**src/rtl/ctrl_pkt_pkg.sv**
```systemverilog
package ctrl_pkt_pkg;

    localparam int WORD_W  = 32;
    localparam int TYPE_W  = 3;
    localparam int ID_W    = 8;
    localparam int SID_W   = 7;
    localparam int OP_W    = 2;
    localparam int BEATS_W = 2;
    localparam int CNT_W   = BEATS_W + 1;
    localparam int ADDR_W  = 20;

    // field positions inside the header words
    localparam int TYPE_LSB  = 12;
    localparam int ID_LSB    = 0;
    localparam int SID_LSB   = 24;
    localparam int OP_LSB    = 22;
    localparam int BEATS_LSB = 20;
    localparam int ADDR_LSB  = 0;

    localparam logic [OP_W-1:0] OP_WRITE   = 2'd0;
    localparam logic [OP_W-1:0] OP_READ    = 2'd1;
    localparam logic [OP_W-1:0] OP_BLKWR   = 2'd2;
    localparam logic [OP_W-1:0] OP_ILLEGAL = 2'd3;

    localparam logic KIND_CMD  = 1'b0;
    localparam logic KIND_DATA = 1'b1;

    typedef enum logic [1:0] {
        ST_STREAM_HDR = 2'd0,
        ST_CTRL_HDR   = 2'd1,
        ST_PAYLOAD    = 2'd2,
        ST_DROP       = 2'd3
    } cpp_state_e;

endpackage

```
**src/rtl/cpp_parity_chk.sv**
```systemverilog
module cpp_parity_chk #(
    parameter int W = 32
) (
    input  logic [W-1:0] word,
    output logic         ok
);
    // top bit must be set when the lower bits hold an even number of ones
    assign ok = (word[W-1] == ~(^word[W-2:0]));
endmodule

```
**src/rtl/cpp_hdr_decode.sv**
```systemverilog
module cpp_hdr_decode
    import ctrl_pkt_pkg::*;
#(
    parameter int COL_SHIFT = 15,
    parameter int ROW_SHIFT = 10,
    parameter int TILE_W    = 5
) (
    input  logic [WORD_W-2:0]  word,
    output logic [TYPE_W-1:0]  pkt_type,
    output logic [ID_W-1:0]    pkt_id,
    output logic [SID_W-1:0]   stream_id,
    output logic [OP_W-1:0]    opcode,
    output logic [BEATS_W-1:0] beats,
    output logic [ADDR_W-1:0]  addr,
    output logic [TILE_W-1:0]  col,
    output logic [TILE_W-1:0]  row,
    output logic               has_payload,
    output logic               illegal
);
    localparam int N_TILE = 2;

    logic [WORD_W-1:0] addr_ext;
    logic [TILE_W-1:0] tile_f [N_TILE];

    // routing header view
    assign pkt_type  = word[TYPE_LSB +: TYPE_W];
    assign pkt_id    = word[ID_LSB +: ID_W];

    // command header view
    assign stream_id = word[SID_LSB +: SID_W];
    assign opcode    = word[OP_LSB +: OP_W];
    assign beats     = word[BEATS_LSB +: BEATS_W];
    assign addr      = word[ADDR_LSB +: ADDR_W];

    assign has_payload = (opcode == OP_WRITE) || (opcode == OP_BLKWR);
    assign illegal     = (opcode == OP_ILLEGAL);

    assign addr_ext = WORD_W'(addr);

    // index 0: row field, index 1: column field
    generate
        for (genvar g = 0; g < N_TILE; g++) begin : g_tile
            localparam int SH = (g == 0) ? ROW_SHIFT : COL_SHIFT;
            assign tile_f[g] = TILE_W'(addr_ext >> SH);
        end
    endgenerate

    assign row = tile_f[0];
    assign col = tile_f[1];
endmodule

```
**src/rtl/ctrl_pkt_parser.sv**
```systemverilog
module ctrl_pkt_parser
    import ctrl_pkt_pkg::*;
#(
    parameter int COL_SHIFT = 15,
    parameter int ROW_SHIFT = 10,
    parameter int TILE_W    = 5
) (
    input  logic               clk,
    input  logic               rst_n,
    input  logic               in_valid,
    output logic               in_ready,
    input  logic [WORD_W-1:0]  in_data,
    input  logic               in_last,
    output logic               out_valid,
    input  logic               out_ready,
    output logic               out_kind,
    output logic [TYPE_W-1:0]  out_pkt_type,
    output logic [ID_W-1:0]    out_pkt_id,
    output logic [SID_W-1:0]   out_stream_id,
    output logic [OP_W-1:0]    out_opcode,
    output logic [ADDR_W-1:0]  out_addr,
    output logic [CNT_W-1:0]   out_count,
    output logic [TILE_W-1:0]  out_col,
    output logic [TILE_W-1:0]  out_row,
    output logic [WORD_W-1:0]  out_data,
    output logic [BEATS_W-1:0] out_index,
    output logic               err_parity,
    output logic               err_opcode,
    output logic               err_trunc
);
    typedef struct packed {
        cpp_state_e         state;
        logic [TYPE_W-1:0]  hdr_type;
        logic [ID_W-1:0]    hdr_id;
        logic [BEATS_W-1:0] remain;
        logic [BEATS_W-1:0] beat_idx;
        logic               o_valid;
        logic               o_kind;
        logic [TYPE_W-1:0]  o_type;
        logic [ID_W-1:0]    o_id;
        logic [SID_W-1:0]   o_sid;
        logic [OP_W-1:0]    o_op;
        logic [ADDR_W-1:0]  o_addr;
        logic [CNT_W-1:0]   o_cnt;
        logic [TILE_W-1:0]  o_col;
        logic [TILE_W-1:0]  o_row;
        logic [WORD_W-1:0]  o_data;
        logic [BEATS_W-1:0] o_index;
        logic               e_par;
        logic               e_op;
        logic               e_trunc;
    } regs_t;

    regs_t r_q, r_d;

    logic               par_ok;
    logic [TYPE_W-1:0]  dec_type;
    logic [ID_W-1:0]    dec_id;
    logic [SID_W-1:0]   dec_sid;
    logic [OP_W-1:0]    dec_op;
    logic [BEATS_W-1:0] dec_beats;
    logic [ADDR_W-1:0]  dec_addr;
    logic [TILE_W-1:0]  dec_col;
    logic [TILE_W-1:0]  dec_row;
    logic               dec_has_pl;
    logic               dec_illegal;
    logic               out_free;
    logic               accept;
    cpp_state_e         err_state;
    cpp_state_e         state_q;

    cpp_parity_chk #(
        .W (WORD_W)
    ) u_parity (
        .word (in_data),
        .ok   (par_ok)
    );

    cpp_hdr_decode #(
        .COL_SHIFT (COL_SHIFT),
        .ROW_SHIFT (ROW_SHIFT),
        .TILE_W    (TILE_W)
    ) u_decode (
        .word        (in_data[WORD_W-2:0]),
        .pkt_type    (dec_type),
        .pkt_id      (dec_id),
        .stream_id   (dec_sid),
        .opcode      (dec_op),
        .beats       (dec_beats),
        .addr        (dec_addr),
        .col         (dec_col),
        .row         (dec_row),
        .has_payload (dec_has_pl),
        .illegal     (dec_illegal)
    );

    assign state_q  = r_q.state;
    assign out_free = !r_q.o_valid || out_ready;
    assign in_ready = (r_q.state == ST_STREAM_HDR || r_q.state == ST_DROP) ? 1'b1 : out_free;
    assign accept   = in_valid && in_ready;
    assign err_state = in_last ? ST_STREAM_HDR : ST_DROP;

    always_comb begin
        r_d         = r_q;
        r_d.e_par   = 1'b0;
        r_d.e_op    = 1'b0;
        r_d.e_trunc = 1'b0;
        if (r_q.o_valid && out_ready) begin
            r_d.o_valid = 1'b0;
        end

        if (accept) begin
            unique case (r_q.state)
                ST_STREAM_HDR: begin
                    r_d.hdr_type = dec_type;
                    r_d.hdr_id   = dec_id;
                    if (!par_ok) begin
                        r_d.e_par = 1'b1;
                        r_d.state = err_state;
                    end else if (in_last) begin
                        r_d.e_trunc = 1'b1;
                        r_d.state   = ST_STREAM_HDR;
                    end else begin
                        r_d.state = ST_CTRL_HDR;
                    end
                end
                ST_CTRL_HDR: begin
                    if (!par_ok) begin
                        r_d.e_par = 1'b1;
                        r_d.state = err_state;
                    end else if (dec_illegal) begin
                        r_d.e_op  = 1'b1;
                        r_d.state = err_state;
                    end else begin
                        r_d.o_valid = 1'b1;
                        r_d.o_kind  = KIND_CMD;
                        r_d.o_type  = r_q.hdr_type;
                        r_d.o_id    = r_q.hdr_id;
                        r_d.o_sid   = dec_sid;
                        r_d.o_op    = dec_op;
                        r_d.o_addr  = dec_addr;
                        r_d.o_cnt   = CNT_W'(dec_beats) + CNT_W'(1);
                        r_d.o_col   = dec_col;
                        r_d.o_row   = dec_row;
                        if (!dec_has_pl) begin
                            r_d.state = ST_STREAM_HDR;
                        end else if (in_last) begin
                            r_d.e_trunc = 1'b1;
                            r_d.state   = ST_STREAM_HDR;
                        end else begin
                            r_d.state    = ST_PAYLOAD;
                            r_d.remain   = dec_beats;
                            r_d.beat_idx = '0;
                        end
                    end
                end
                ST_PAYLOAD: begin
                    r_d.o_valid = 1'b1;
                    r_d.o_kind  = KIND_DATA;
                    r_d.o_data  = in_data;
                    r_d.o_index = r_q.beat_idx;
                    if (r_q.remain == '0) begin
                        r_d.state = ST_STREAM_HDR;
                    end else if (in_last) begin
                        r_d.e_trunc = 1'b1;
                        r_d.state   = ST_STREAM_HDR;
                    end else begin
                        r_d.remain   = r_q.remain - 1'b1;
                        r_d.beat_idx = r_q.beat_idx + 1'b1;
                    end
                end
                ST_DROP: begin
                    if (in_last) begin
                        r_d.state = ST_STREAM_HDR;
                    end
                end
                default: r_d.state = ST_STREAM_HDR;
            endcase
        end
    end

    always_ff @(posedge clk) begin
        if (!rst_n) begin
            r_q <= '0;
        end else begin
            r_q <= r_d;
        end
    end

    assign out_valid     = r_q.o_valid;
    assign out_kind      = r_q.o_kind;
    assign out_pkt_type  = r_q.o_type;
    assign out_pkt_id    = r_q.o_id;
    assign out_stream_id = r_q.o_sid;
    assign out_opcode    = r_q.o_op;
    assign out_addr      = r_q.o_addr;
    assign out_count     = r_q.o_cnt;
    assign out_col       = r_q.o_col;
    assign out_row       = r_q.o_row;
    assign out_data      = r_q.o_data;
    assign out_index     = r_q.o_index;
    assign err_parity    = r_q.e_par;
    assign err_opcode    = r_q.e_op;
    assign err_trunc     = r_q.e_trunc;
endmodule

```
**config.mk**
```make
export PLATFORM = sky130hd
export DESIGN_NAME = ctrl_pkt_parser
export DESIGN_NICKNAME = d
export VERILOG_FILES = /design/src/rtl/ctrl_pkt_pkg.sv /design/src/rtl/cpp_parity_chk.sv /design/src/rtl/cpp_hdr_decode.sv /design/src/rtl/ctrl_pkt_parser.sv
export SDC_FILE = /design/constraint.sdc
export NUM_CORES = 1
export LEC_CHECK = 0
export BUFFER_PORTS_ARGS = -buffer_cell sky130_fd_sc_hd__clkbuf_2
export CAP_MARGIN = 20
export CORE_ASPECT_RATIO = 0.7
export CORE_MARGIN = 4
export CORE_UTILIZATION = 57
export CTS_CLUSTER_SIZE = 25
export DETAILED_ROUTE_END_ITERATION = 12
export MAX_ROUTING_LAYER = met4
export PLACE_DENSITY = 0.86
export SYNTH_ARGS = -nofsm -noshare
export SYNTH_HDL_FRONTEND = slang
export SYNTH_SLANG_ARGS = --single-unit
```
**constraint.sdc**
```tcl
create_clock -name clk -period 4.9 [get_ports clk]
set_clock_uncertainty 0.2 [all_clocks]
set_input_delay 0.245 -clock clk [delete_from_list [all_inputs] [get_ports clk]]
set_output_delay 0.245 -clock clk [all_outputs]
set_load 0.01 [all_outputs]
```
# Yosys cells after proc, flatten, opt, wreduce, memory -nomap -nowiden
# Index checks and enable logic that the tools add are counted.
totals:
  ff_bits: 109
  inputBits: 37
  out_inout_bits: 93
  elab_cells: 90
op_classes:
  add_sub_neg: 3
  n_eq_ne: 12
  n_mux: 33
  n_bitwise: 2
  n_reduce_logical: 20
op_table:
  columns: ["op", "count"]
  rows:
  - ["$mux W59", 2]
  - ["$mux W92", 1]
  - ["$mux W53", 1]
  - ["$mux W34", 1]
  - ["$reduce_xor A31 Y1", 1]
  - ["$mux W2", 9]
  - ["$mux W4", 4]
  - ["$mux W1", 12]
  - ["$ne A2 B2 Y1 const B", 6]
  - ["$pmux W6 S2", 1]
  - ["$reduce_and A4 Y1", 3]
  - ["$eq A2 B2 Y1 const B", 4]
  - ["$pmux W2 S4", 1]
  - ["$reduce_and A8 Y1", 1]
  - ["$logic_not A2 Y1", 3]
  - ["$reduce_and A2 Y1", 3]
  - ["$add A2 B1 Y3 const B", 1]
  - ["$logic_or A1 B1 Y1", 3]
  - ["$pmux W1 S3", 1]
  - ["$reduce_and A3 Y1", 1]
  - ["$add A2 B1 Y2 const B", 1]
  - ["$eq A2 B1 Y1 const B", 1]
  - ["$logic_and A1 B1 Y1", 2]
  - ["$not A1 Y1", 2]
  - ["5 further kinds", 5]

# Logic depth before layout (Yosys ltp)
# Gate-level depths: netlist of run 1.
depth:
  ltp_word: 7
  mapped_depth: 9
  depth_no_buf: 8

# Cells and area by module
# From an unflattened synthesis of run 1, not the netlist that was laid out.
unflattened:
  cells_unflattened: 663
  hier_area_um2: 5500.3
by_module_without_submodules:
  columns: ["mod", "n_inst", "cells_per_inst", "area_per_inst_um2", "seq_area_each_um2"]
  rows:
  - ["ctrl_pkt_parser", 1, 578, 4828.4, 2182.1]
  - ["cpp_hdr_decode", 1, 54, 400.4, 0.0]
  - ["cpp_parity_chk", 1, 31, 271.5, 0.0]

# Worst setup path before layout of run 1
# OpenSTA, ideal clock, no wires.
synth_timing:
  kind: "in2reg"
  startpoint: "input in_data[22]"
  endpoint: "register r_q (netlist bit out_kind)"
  setup_ps: 62
  arrival_time_ps: 2158
  required_ps: 4638
  slack_ps: 2480
  cell_stages: 8
  path_buffers: 0
  path_cell_list: "inv_1 > ha_1 > xor2_1 > xnor2_1 > xnor2_1 > xor3_2 > or4_1 > nand3_1"
synth_between:
  elab_chain_len: 5
  elab_cells_between_ends: 7
  cone_classes: "eq/ne: 4; bitwise: 1; reduce/logical: 2"
synth_lines:
  columns: ["element", "line", "text"]
  rows:
  - ["from (decl)", "ctrl_pkt_parser.sv:12", "input logic [WORD_W-1:0] in_data,"]
  - ["$reduce_xor A31 Y1", "cpp_parity_chk.sv:8", "assign ok = (word[W-1] == ~(^word[W-2:0]));"]
  - ["$not A1 Y1", "cpp_parity_chk.sv:8", null]
  - ["$eq A1 B1 Y1", "cpp_parity_chk.sv:8", null]
  - ["$ne A2 B2 Y1 (no line)", null, null]
  - ["$reduce_and A4 Y1 (no line) (*)", null, null]
  - ["to (signal assigned)", "ctrl_pkt_parser.sv:186", "r_q <= r_d;"]
  - ["to (decl)", "ctrl_pkt_parser.sv:54", "regs_t r_q, r_d;"]
# Every way passes the cells marked *; elsewhere a longest branch is shown, timed or not.
# A chain may end at the register's enable or synchronous reset.

# Worst setup path after layout of run 1
layout_timing:
  startpoint: "input in_data[22]"
  endpoint: "register r_q[94] (netlist bit)"
layout_between:
  elab_chain_len: 5
  elab_cells_between_ends: 11
  cone_classes: "eq/ne: 6; bitwise: 1; reduce/logical: 4"
layout_lines:
  columns: ["element", "line"]
  rows:
  - ["$reduce_xor A31 Y1", "cpp_parity_chk.sv:8"]
  - ["$not A1 Y1", "cpp_parity_chk.sv:8"]
  - ["$eq A1 B1 Y1", "cpp_parity_chk.sv:8"]
  - ["$ne A2 B2 Y1 (no line)", null]
  - ["$reduce_and A8 Y1 (no line) (*)", null]
# Marks and branches as above.

==> impl_metrics.py, run 1 <==
metrics = {
    "die": {
        "start_util_pct": 59.8,
        "die_w_um": 118,
        "boundaryPins": 130,
        "core.rowCount": 27,
        "die_h_um": 84.8,
        "die_area_um2": 9990,
        "core_um2": 8040,
    },
    "power_and_ir_drop": {
        "power.density_nw_per_um2": 458,
        "peakVddDrop_uv": 365,
        "power.leakage_nw": 2.20,
        "fin_total_pwr_mw": 2.51,
    },
    "critical_path": {
        "worstPathRequired_ns": 4.93,
        "cpLargestDelayFamily": "XOR/XNOR gates",
        "start_kind": "input port",
        "crit_arrival_ns": 3.46,
        "crit_end": "r_q[94]",
        "cp_max_fo": 46,
        "r2r_slack_ns": 2.01,
        "path_buf_inv": 3,
        "reg2reg_from": "state_q[1]",
        "critical_path.max_stage_delay_ns": 0.93,
        "reg2reg_depth": 8,
        "critical_path.startpoint": "in_data[22]",
        "slowest_stage": "xnor3_2",
        "crit_top_cell": "xnor2_1",
        "cp_num_cells": 10,
        "r2r_end": "out_count[0]",
        "path_cells": "dlygate4sd3_1, clkbuf_2, inv_1, ha_1, xor2_1, xnor2_1, xnor2_1, xnor3_2, o21ai_1, a32o_1",
        "end_kind": "register",
        "worst-setup-path-type": "input port to register",
    },
    "synthesis": {
        "postSynthCellCount": 602,
        "synth_top_cell_by_area": "dfxtp_1",
        "syn_area_um2": 4810,
        "ys_warn_count": 0,
        "ys_seq_area_share_pct": 41.2,
        "netlist.area_leader.share_pct": 41.2,
        "synth.distinct_cells": 34,
        "syn_avg_cell_area_um2": 7.99,
        "synth_area_leaders": "dfxtp_1 41%, buf_4 14%, a21oi_1 9.9%",
        "synth_nets": 648,
        "synth_seq_cells": 99,
    },
    "layout": {
        "final_common_cell": "clkbuf_2",
        "syn2layout_area_growth_pct": 13.9,
        "final_cell_mix": "129 x clkbuf_2, 108 x nand2_1, 99 x dfxtp_1",
        "num_antenna_cells": 0,
        "fillers": 612,
        "layout-drive-gt1-share_pct": 23.4,
        "final_nets": 695,
    },
    "timing": {
        "whs_ns": 0.00495,
        "tightest_slew_ns": 0.983,
        "setup_viol": 0,
        "maxSlewHeadroom_pct": 34.3,
        "setup-tns-final_ns": 0,
        "fmax_ghz": 0.292,
        "finalHoldViolCount": 0,
        "min_period_ns": 3.43,
        "drv_slew": 0,
        "finalCritPeriodShare_pct": 70.0,
        "rsz0062_at_grt": "false",
    },
    "global_route": {
        "met2_usage_pct": 43.6,
        "busiest_layer": "met2",
        "grt_pass1_vias": 4173,
        "use_met3_pct": 8.06,
        "grt_pass1_wl_um": 21200,
        "gr-total-overflow": 0,
        "grt_max_degree": 55,
        "grt.total_usage_pct": 26.8,
        "antenna_found_initial": 0,
        "grt_use_met1_pct": 32.4,
    },
    "routing": {
        "vias": 4303,
        "wire_per_inst_um": 17.3,
        "drtIter0Drc": 461,
        "firstDrtPassIters": 6,
        "drc": 0,
        "drtAntennaViolNets": 0,
        "finalWirelength_um": 13100,
        "vias_per_cell": 5.70,
    },
    "clock_tree": {
        "clk_latency_ns": 0.34,
        "clk_path_buf_depth": 2,
        "cts.htree.levels": 3,
        "root_buffer": "clkbuf_16",
        "path_clk_slew_ns": 0.07,
        "cts_inserted_buffers": 9,
        "cts_tree": "built",
        "numClockSinks": 99,
    },
    "min_path": {
        "min_path_type": "input port to register",
    },
    "placed_design": {
        "io_buffers": 129,
        "gp_congestion": 0.917,
        "place_hpwl_um": 8500,
    },
    "outcome": {
        "status": "finished clean",
    },
    "run": {
        "drv_cap": 0,
    },
}
[cell usage after synthesis]
library cell  number
dfxtp_1           99
o21ai_1            1
mux2i_1            1
nor2_1             7
o21ai_0           50
xnor3_1            3
xor2_1             2
nor3_1             4
nor4b_1            2
clkbuf_1          35
o2111ai_1          1
o22ai_1            2
o21bai_1           1
nand3_1           43
ha_1               9
a32o_1             2
a31oi_1            1
a211oi_1           2
and2_1             2
buf_4             87
nand2_1          108
buf_2              4
o31ai_1            1
nor3b_1            1
nand2b_1           1
a21oi_1           95
o2bb2ai_1          1
xor3_2             1
or4_1              1
nand3b_1           2
or3_1              2
inv_1              9
xnor2_1           21
o211ai_1           1
[state kept, by name (all words and copies together) (netlist names)]
signal         cells
err_opcode         1
out_data          32
out_addr          20
r_q               15
err_trunc          1
out_pkt_type       3
out_stream_id      7
out_opcode         2
out_index          2
out_pkt_id         8
out_valid          1
out_count          3
err_parity         1
state_q            2
out_kind           1
[cell families (layout without fill, tap and decap cells)]
family / count (synthesis) / after routing / share of synthesized area, %
xor+xnor: 27 / 27 / 6.12
flops: 99 / 99 / 41.2
compound gates: 158 / 158 / 17.2
simple gates: 173 / 173 / 15.5
buf+inv: 135 / 187 / 17.4
fa+ha+maj: 9 / 9 / 2.34
mux: 1 / 1 / 0.208
[routing by layer]
| layer | routed length, um | up-vias |
|---|---|---|
| met2 | 6060 | 238 |
| met3 | 1140 | 44 |
| met4 | 384 | 0 |
| met5 | 0 | - |
| li1 | - | 2026 |
| met1 | 5500 | 1995 |
[layout make-up]
cell class                 instances  area, um2  share of cell area [%]
clock inverter                     5       85.1                    1.55
inverter                           9       33.8                   0.617
clock buffer                      11        243                    4.43
multi-input combinational        368       2000                    36.5
sequential                        99       1980                    36.2
timing repair buffer             162       1010                    18.4
tap                              101        126                    2.31
[per-stage QoR]
stage | utilization [%] | setup slack [ns] | area, um2 | instances
CTS | 68.1 | 1.53 | 5470 | 755
global placement | 59.7 | 1.86 | 4800 | 708
global route | 68.1 | 1.36 | 5470 | 755
finish | 68.1 | 1.47 | 5470 | 755
detailed placement | 60.4 | 1.72 | 4860 | 710
floorplan | - | 2.48 | 4810 | 602
[worst min path at each step]
| stage | start | endpoint | slack [ns] | cells past startpoint |
|---|---|---|---|---|
| floorplan | in_data[0] | out_data[0] | 0.18 | 2 |
| global placement | out_data[17] | out_data[17] | 0.24 | 2 |
| detailed placement | out_data[15] | out_data[15] | 0.25 | 2 |
| CTS | in_data[29] | out_stream_id[5] | 0.005 | 3 |
| global route | in_data[29] | out_stream_id[5] | 0.02 | 3 |
| finish | in_data[29] | out_stream_id[5] | 0.005 | 3 |
[report_power, final]
part           leakage, nW  switching, mW  internal (mW)
sequential           0.801         0.0321          0.860
combinational         1.25          0.629          0.218
clock                0.156          0.306          0.464
[what timing repair did]
action                    4_1_cts  5_1_grt
gates resized for setup         0        0
hold endpoints to repair       46        0
buffers inserted                0        0
hold buffers                   29        0
[worst reg2reg max path, delay by kind of cell (launching register included)]
family | cells | cell delay [ns]
and+or+nand+nor | 3 | 1.16
adders and majority gates | 1 | 0.42
buffers and inverters | 3 | 0.57
DFF | 1 | 0.35
AOI/OAI and AO/OA | 1 | 0.12
(Power assumes the default switching activity.)
==> run 2, diff against run 1 <==
- CORE_UTILIZATION: 57 -> 53
- PLACE_DENSITY: 0.86 -> 0.8
- clock period: 4.9 -> 3.5 ns (I/O delays scaled with it)
==> run 2 against run 1 <==
Net effect:
- total power is 37% higher
- register-to-register slack worse by 1.2 ns
- combinational power is 49% higher
- utilization is 4.6 points lower
- critical path depth stayed put
- die area is 6.9% higher
- wire length is 2.8% lower
- first-iteration DRC count is 12% lower
- sequential share of layout area is 0.15 points lower
- via count is 0.81% lower
- largest cell class unchanged
- largest power group is now combinational cells
==> impl_metrics.py, run 2 (synthesis results as in run 1) <==
metrics = {
    "clock_tree": {
        "clk_path_buf_depth": 2,
        "path_clk_slew_ns": 0.06,
        "cts_inserted_buffers": 9,
        "cts.htree.levels": 3,
        "cts_tree": "built",
        "postCtsSetupBuffers": 0,
        "clk_latency_ns": 0.34,
        "root_buffer": "clkbuf_16",
        "numClockSinks": 99,
    },
    "critical_path": {
        "slowest_stage": "xor3_2",
        "end_kind": "register",
        "critical_path.startpoint": "in_data[23]",
        "reg2reg_from": "state_q[0]",
        "worst-setup-path-type": "input port to register",
        "path_cells": "dlygate4sd3_1, clkbuf_2, inv_1, ha_1, xor2_1, xnor2_1, xnor2_1, xor3_2, or4_1, nand3_1",
        "start_kind": "input port",
        "critical_path.max_stage_delay_ns": 0.64,
        "r2r_end": "out_data[6]",
        "crit_arrival_ns": 3.16,
        "r2r_slack_ns": 0.77,
        "crit_top_cell": "xnor2_1",
        "reg2reg_depth": 8,
        "cp_max_fo": 29,
        "worstPathRequired_ns": 3.58,
    },
    "global_route": {
        "grt.total_usage_pct": 24.0,
        "grt_pass1_wl_um": 19800,
        "gr-total-overflow": 0,
        "grt_max_degree": 43,
        "grt_pass1_vias": 4033,
        "antenna_found_initial": 0,
    },
    "timing": {
        "maxSlewHeadroom_pct": 46.3,
        "setup_viol": 0,
        "min_period_ns": 3.08,
        "fmax_ghz": 0.325,
        "tightest_slew_ns": 0.804,
        "setup-tns-final_ns": 0,
        "rsz0062_at_grt": "false",
        "finalHoldViolCount": 0,
        "finalCritPeriodShare_pct": 87.9,
        "drv_slew": 0,
        "whs_ns": 0.0449,
    },
    "routing": {
        "wire_per_inst_um": 16.2,
        "drc": 0,
        "finalWirelength_um": 12700,
        "vias": 4268,
        "firstDrtPassIters": 5,
        "vias_per_cell": 5.44,
        "drtAntennaViolNets": 0,
        "drtIter0Drc": 404,
    },
    "outcome": {
        "status": "finished clean",
    },
    "min_path": {
        "worstHoldStart": "rst_n",
        "min_to": "r_q[93]",
        "whs_path_depth": 3,
        "min_path_type": "input port to register",
    },
    "placed_design": {
        "io_buffers": 129,
        "place_hpwl_um": 8560,
        "gp_congestion": 0.848,
    },
    "die": {
        "start_util_pct": 55.6,
        "core.rowCount": 28,
        "boundaryPins": 130,
        "die_area_um2": 10700,
        "die_h_um": 87.7,
        "core_um2": 8650,
        "die_w_um": 122,
    },
    "layout": {
        "num_antenna_cells": 0,
        "final_cell_mix": "129 x clkbuf_2, 108 x nand2_1, 99 x dfxtp_1",
        "final_common_cell": "clkbuf_2",
        "multi_input_area_um2": 2000,
        "final_nets": 705,
        "largest_reg_flops": 32,
        "fillers": 726,
        "layout-drive-gt1-share_pct": 23.8,
        "syn2layout_area_growth_pct": 14.3,
        "post-route-util_pct": 63.5,
        "seq_area_um2": 1980,
    },
    "power_and_ir_drop": {
        "power.density_nw_per_um2": 626,
        "power.leakage_nw": 2.21,
        "peakVddDrop_uv": 322,
    },
    "run": {
        "drv_cap": 0,
    },
}
run 2: metal layers:
layer / GRT usage, % / part of all wire [%]
met1: 28.2 / 43
met2: 40.1 / 47
met3: 7.68 / 8.8
met4: 6.51 / 1.1
met5: - / 0
run 2: repair_timing:
| item | CTS | global route |
|---|---|---|
| hold buffers | 34 | 0 |
| hold endpoints to repair | 77 | 0 |
| resized for setup | 0 | 0 |
run 2: cell type report:
type	count	area share [%]
clock buffer	11	4.42
clock inverter	5	0.660
inverter	9	0.615
multi-input combinational	368	36.4
sequential	99	36.1
tap	120	2.73
timing repair buffer	172	19.2
run 2: worst max path at each step:
stage	to	depth (start not counted)
floorplan	out_kind	8
global placement	out_kind	9
detailed placement	out_kind	9
CTS	out_kind	10
global route	out_addr[18]	11
finish	out_kind	10
run 2: stage by stage:
step | cell area, um2 | worst slack (ns) | cells | power (mW)
floorplan | 4810 | 1.15 | 602 | 2.17
global placement | 4880 | 0.741 | 734 | 2.43
detailed placement | 4880 | 0.651 | 734 | 2.47
CTS | 5500 | 0.449 | 784 | 3.43
global route | 5500 | 0.291 | 784 | 3.62
finish | 5500 | 0.423 | 784 | 3.44
run 2: power by group:
group	switching, mW	internal, mW	total (mW)
Clock	0.424	0.504	0.929
Sequential	0.0450	1.20	1.25
Combinational	0.894	0.371	1.26
run 2: worst max-delay path: cells and delay by family:
family | cells | cell delay [ns]
xor+xnor | 4 | 1.24
fa+ha+maj | 1 | 0.28
buf+inv | 3 | 0.78
simple gates | 2 | 0.67
==> run 3, diff against run 2 <==
--- a/config.mk
+++ b/config.mk
@@ -14,4 +14,5 @@
 export DETAILED_ROUTE_END_ITERATION = 12
+export HOLD_SLACK_MARGIN = 0.05
 export MAX_ROUTING_LAYER = met4
-export PLACE_DENSITY = 0.8
+export PLACE_DENSITY = 0.88
 export SYNTH_ARGS = -nofsm -noshare
--- a/constraint.sdc
+++ b/constraint.sdc
@@ -4,2 +4,2 @@
 set_output_delay 0.175 -clock clk [all_outputs]
-set_load 0.01 [all_outputs]
+set_load 0.1 [all_outputs]
==> run 3 against run 2 <==
Net effect:
- non-clock buffer count fell by 1
- via count increased by 0.84%
- clock power up 4.2%
- largest cell class unchanged
- critical endpoint is now out_stream_id[0]
==> impl_metrics.py, run 3 (synthesis results as in run 1) <==
metrics = {
    "critical_path": {
        "slowest_stage": "xor3_2",
        "worst-setup-path-type": "input port to register",
        "start_kind": "input port",
        "end_kind": "register",
        "cp_max_fo": 32,
        "critical_path.max_stage_delay_ns": 0.71,
        "cpLargestDelayFamily": "XOR/XNOR gates",
        "crit_top_cell": "xnor2_1",
        "path_buf_inv": 4,
        "reg2reg_depth": 8,
        "crit_arrival_ns": 3.30,
        "path_cells": "dlygate4sd3_1, clkbuf_2, inv_1, ha_1, xor2_1, xnor2_1, xnor2_1, xor3_2, buf_4, o21ai_0, a21oi_1",
        "r2r_slack_ns": 0.80,
        "worstPathRequired_ns": 3.56,
        "cp_num_cells": 11,
    },
    "layout": {
        "final_common_cell": "clkbuf_2",
        "largest_reg_flops": 32,
        "num_antenna_cells": 0,
        "fin_cells": 782,
        "final_cell_mix": "129 x clkbuf_2, 108 x nand2_1, 99 x dfxtp_1",
        "final_nets": 704,
        "post-route-util_pct": 63.5,
        "syn2layout_area_growth_pct": 14.3,
        "layout-drive-gt1-share_pct": 23.3,
    },
    "timing": {
        "finalCritPeriodShare_pct": 92.6,
        "min_period_ns": 3.24,
        "maxSlewHeadroom_pct": 57.6,
        "setup_viol": 0,
        "fmax_ghz": 0.308,
        "rsz0062_at_grt": "false",
        "drv_slew": 0,
        "tightest_slew_ns": 0.635,
        "finalHoldViolCount": 0,
        "setup-tns-final_ns": 0,
    },
    "routing": {
        "drc": 0,
        "vias": 4304,
        "vias_per_cell": 5.50,
        "finalWirelength_um": 12700,
        "wire_per_inst_um": 16.2,
        "drtIter0Drc": 262,
        "drtAntennaViolNets": 0,
        "firstDrtPassIters": 5,
    },
    "power_and_ir_drop": {
        "peakVddDrop_uv": 401,
        "p_clk_share_pct": 24.8,
        "p_comb_share_pct": 43.1,
        "fin_total_pwr_mw": 3.90,
        "p_int_mw": 2.10,
        "seq_power_share_pct": 32.0,
        "power.leakage_nw": 2.20,
        "power_switching_mw": 1.80,
        "swShare_pct": 46.1,
        "power.density_nw_per_um2": 709,
    },
    "global_route": {
        "busiest_layer": "met2",
        "use_met3_pct": 7.81,
        "antenna_found_initial": 0,
        "grt_max_degree": 60,
        "gr-total-overflow": 0,
        "grt_pass1_wl_um": 20300,
        "grt_pass1_vias": 4184,
        "grt.total_usage_pct": 24.5,
        "grt_use_met1_pct": 29.5,
        "met2_usage_pct": 39.0,
    },
    "clock_tree": {
        "numClockSinks": 99,
        "root_buffer": "clkbuf_16",
        "path_clk_slew_ns": 0.07,
        "cts_inserted_buffers": 9,
        "clk_path_buf_depth": 2,
        "clk_latency_ns": 0.34,
        "postCtsSetupBuffers": 0,
        "cts_tree": "built",
        "cts.htree.levels": 3,
    },
    "die": {
        "core.rowCount": 28,
        "die_w_um": 122,
        "boundaryPins": 130,
        "core_um2": 8650,
        "start_util_pct": 55.6,
        "die_h_um": 87.7,
        "die_area_um2": 10700,
    },
    "min_path": {
        "whs_path_depth": 4,
        "min_path_type": "input port to register",
    },
    "outcome": {
        "status": "finished clean",
    },
    "placed_design": {
        "io_buffers": 129,
        "gp_congestion": 0.885,
        "dp.cells": 732,
        "place_hpwl_um": 8590,
    },
    "run": {
        "drv_cap": 0,
    },
}
==> run 3: final timing paths <==
path / startpoint / to
worst min register to register: out_data[19] / out_data[19]
worst max-delay path: in_data[22] / out_stream_id[0]
worst min-delay path: in_valid / state_q[1]
worst max register to register: state_q[0] / out_count[0]
==> run 3: through the flow <==
stage | instance area, um2 | worst slack [ns] | hold WS, ns
finish | 5500 | 0.258 | 0.209
global placement | 4860 | 0.595 | 0.240
detailed placement | 4860 | 0.531 | 0.246
floorplan | 4810 | 0.0191 | 0.111
CTS | 5500 | 0.333 | 0.168
global route | 5500 | 0.126 | 0.206
==> run 3: cell type report <==
cell class              count  area, um2
clock inverters             4       51.3
clock buffers              11        233
multi-input cells         368       2000
repair buffers            171       1050
flip-flops and latches     99       1980
fillers                   748       3160
inverters                   9       33.8
well taps                 120        150
==> run 3: worst min-delay path, delay by kind of cell <==
kind	cells	cell delay [ns]
AOI/OAI and AO/OA	1	0.07
buffers and inverters	1	0.12
and+or+nand+nor	2	0.33
==> run 3: power groups by stage <==
stage               Clock, mW  Combinational (mW)  Sequential [mW]
CTS                     0.987                1.67             1.25
global placement            0                1.59             1.27
floorplan                   0                1.32             1.32
detailed placement          0                1.63             1.27
global route             1.04                1.79             1.26
finish                  0.968                1.68             1.25
==> run 3: timing repair <==
action                                  in CTS  in global routing
hold buffers                                35                  0
gates resized for setup                      0                  0
endpoints found under the hold margin       80                  0
endpoints found under the setup margin       0                  0
==> run 3: metal layers <==
layer	vias up	share of wire, %
li1	2045	-
met1	2016	42
met2	214	47
met3	29	9.3
met4	0	2.4
met5	-	0
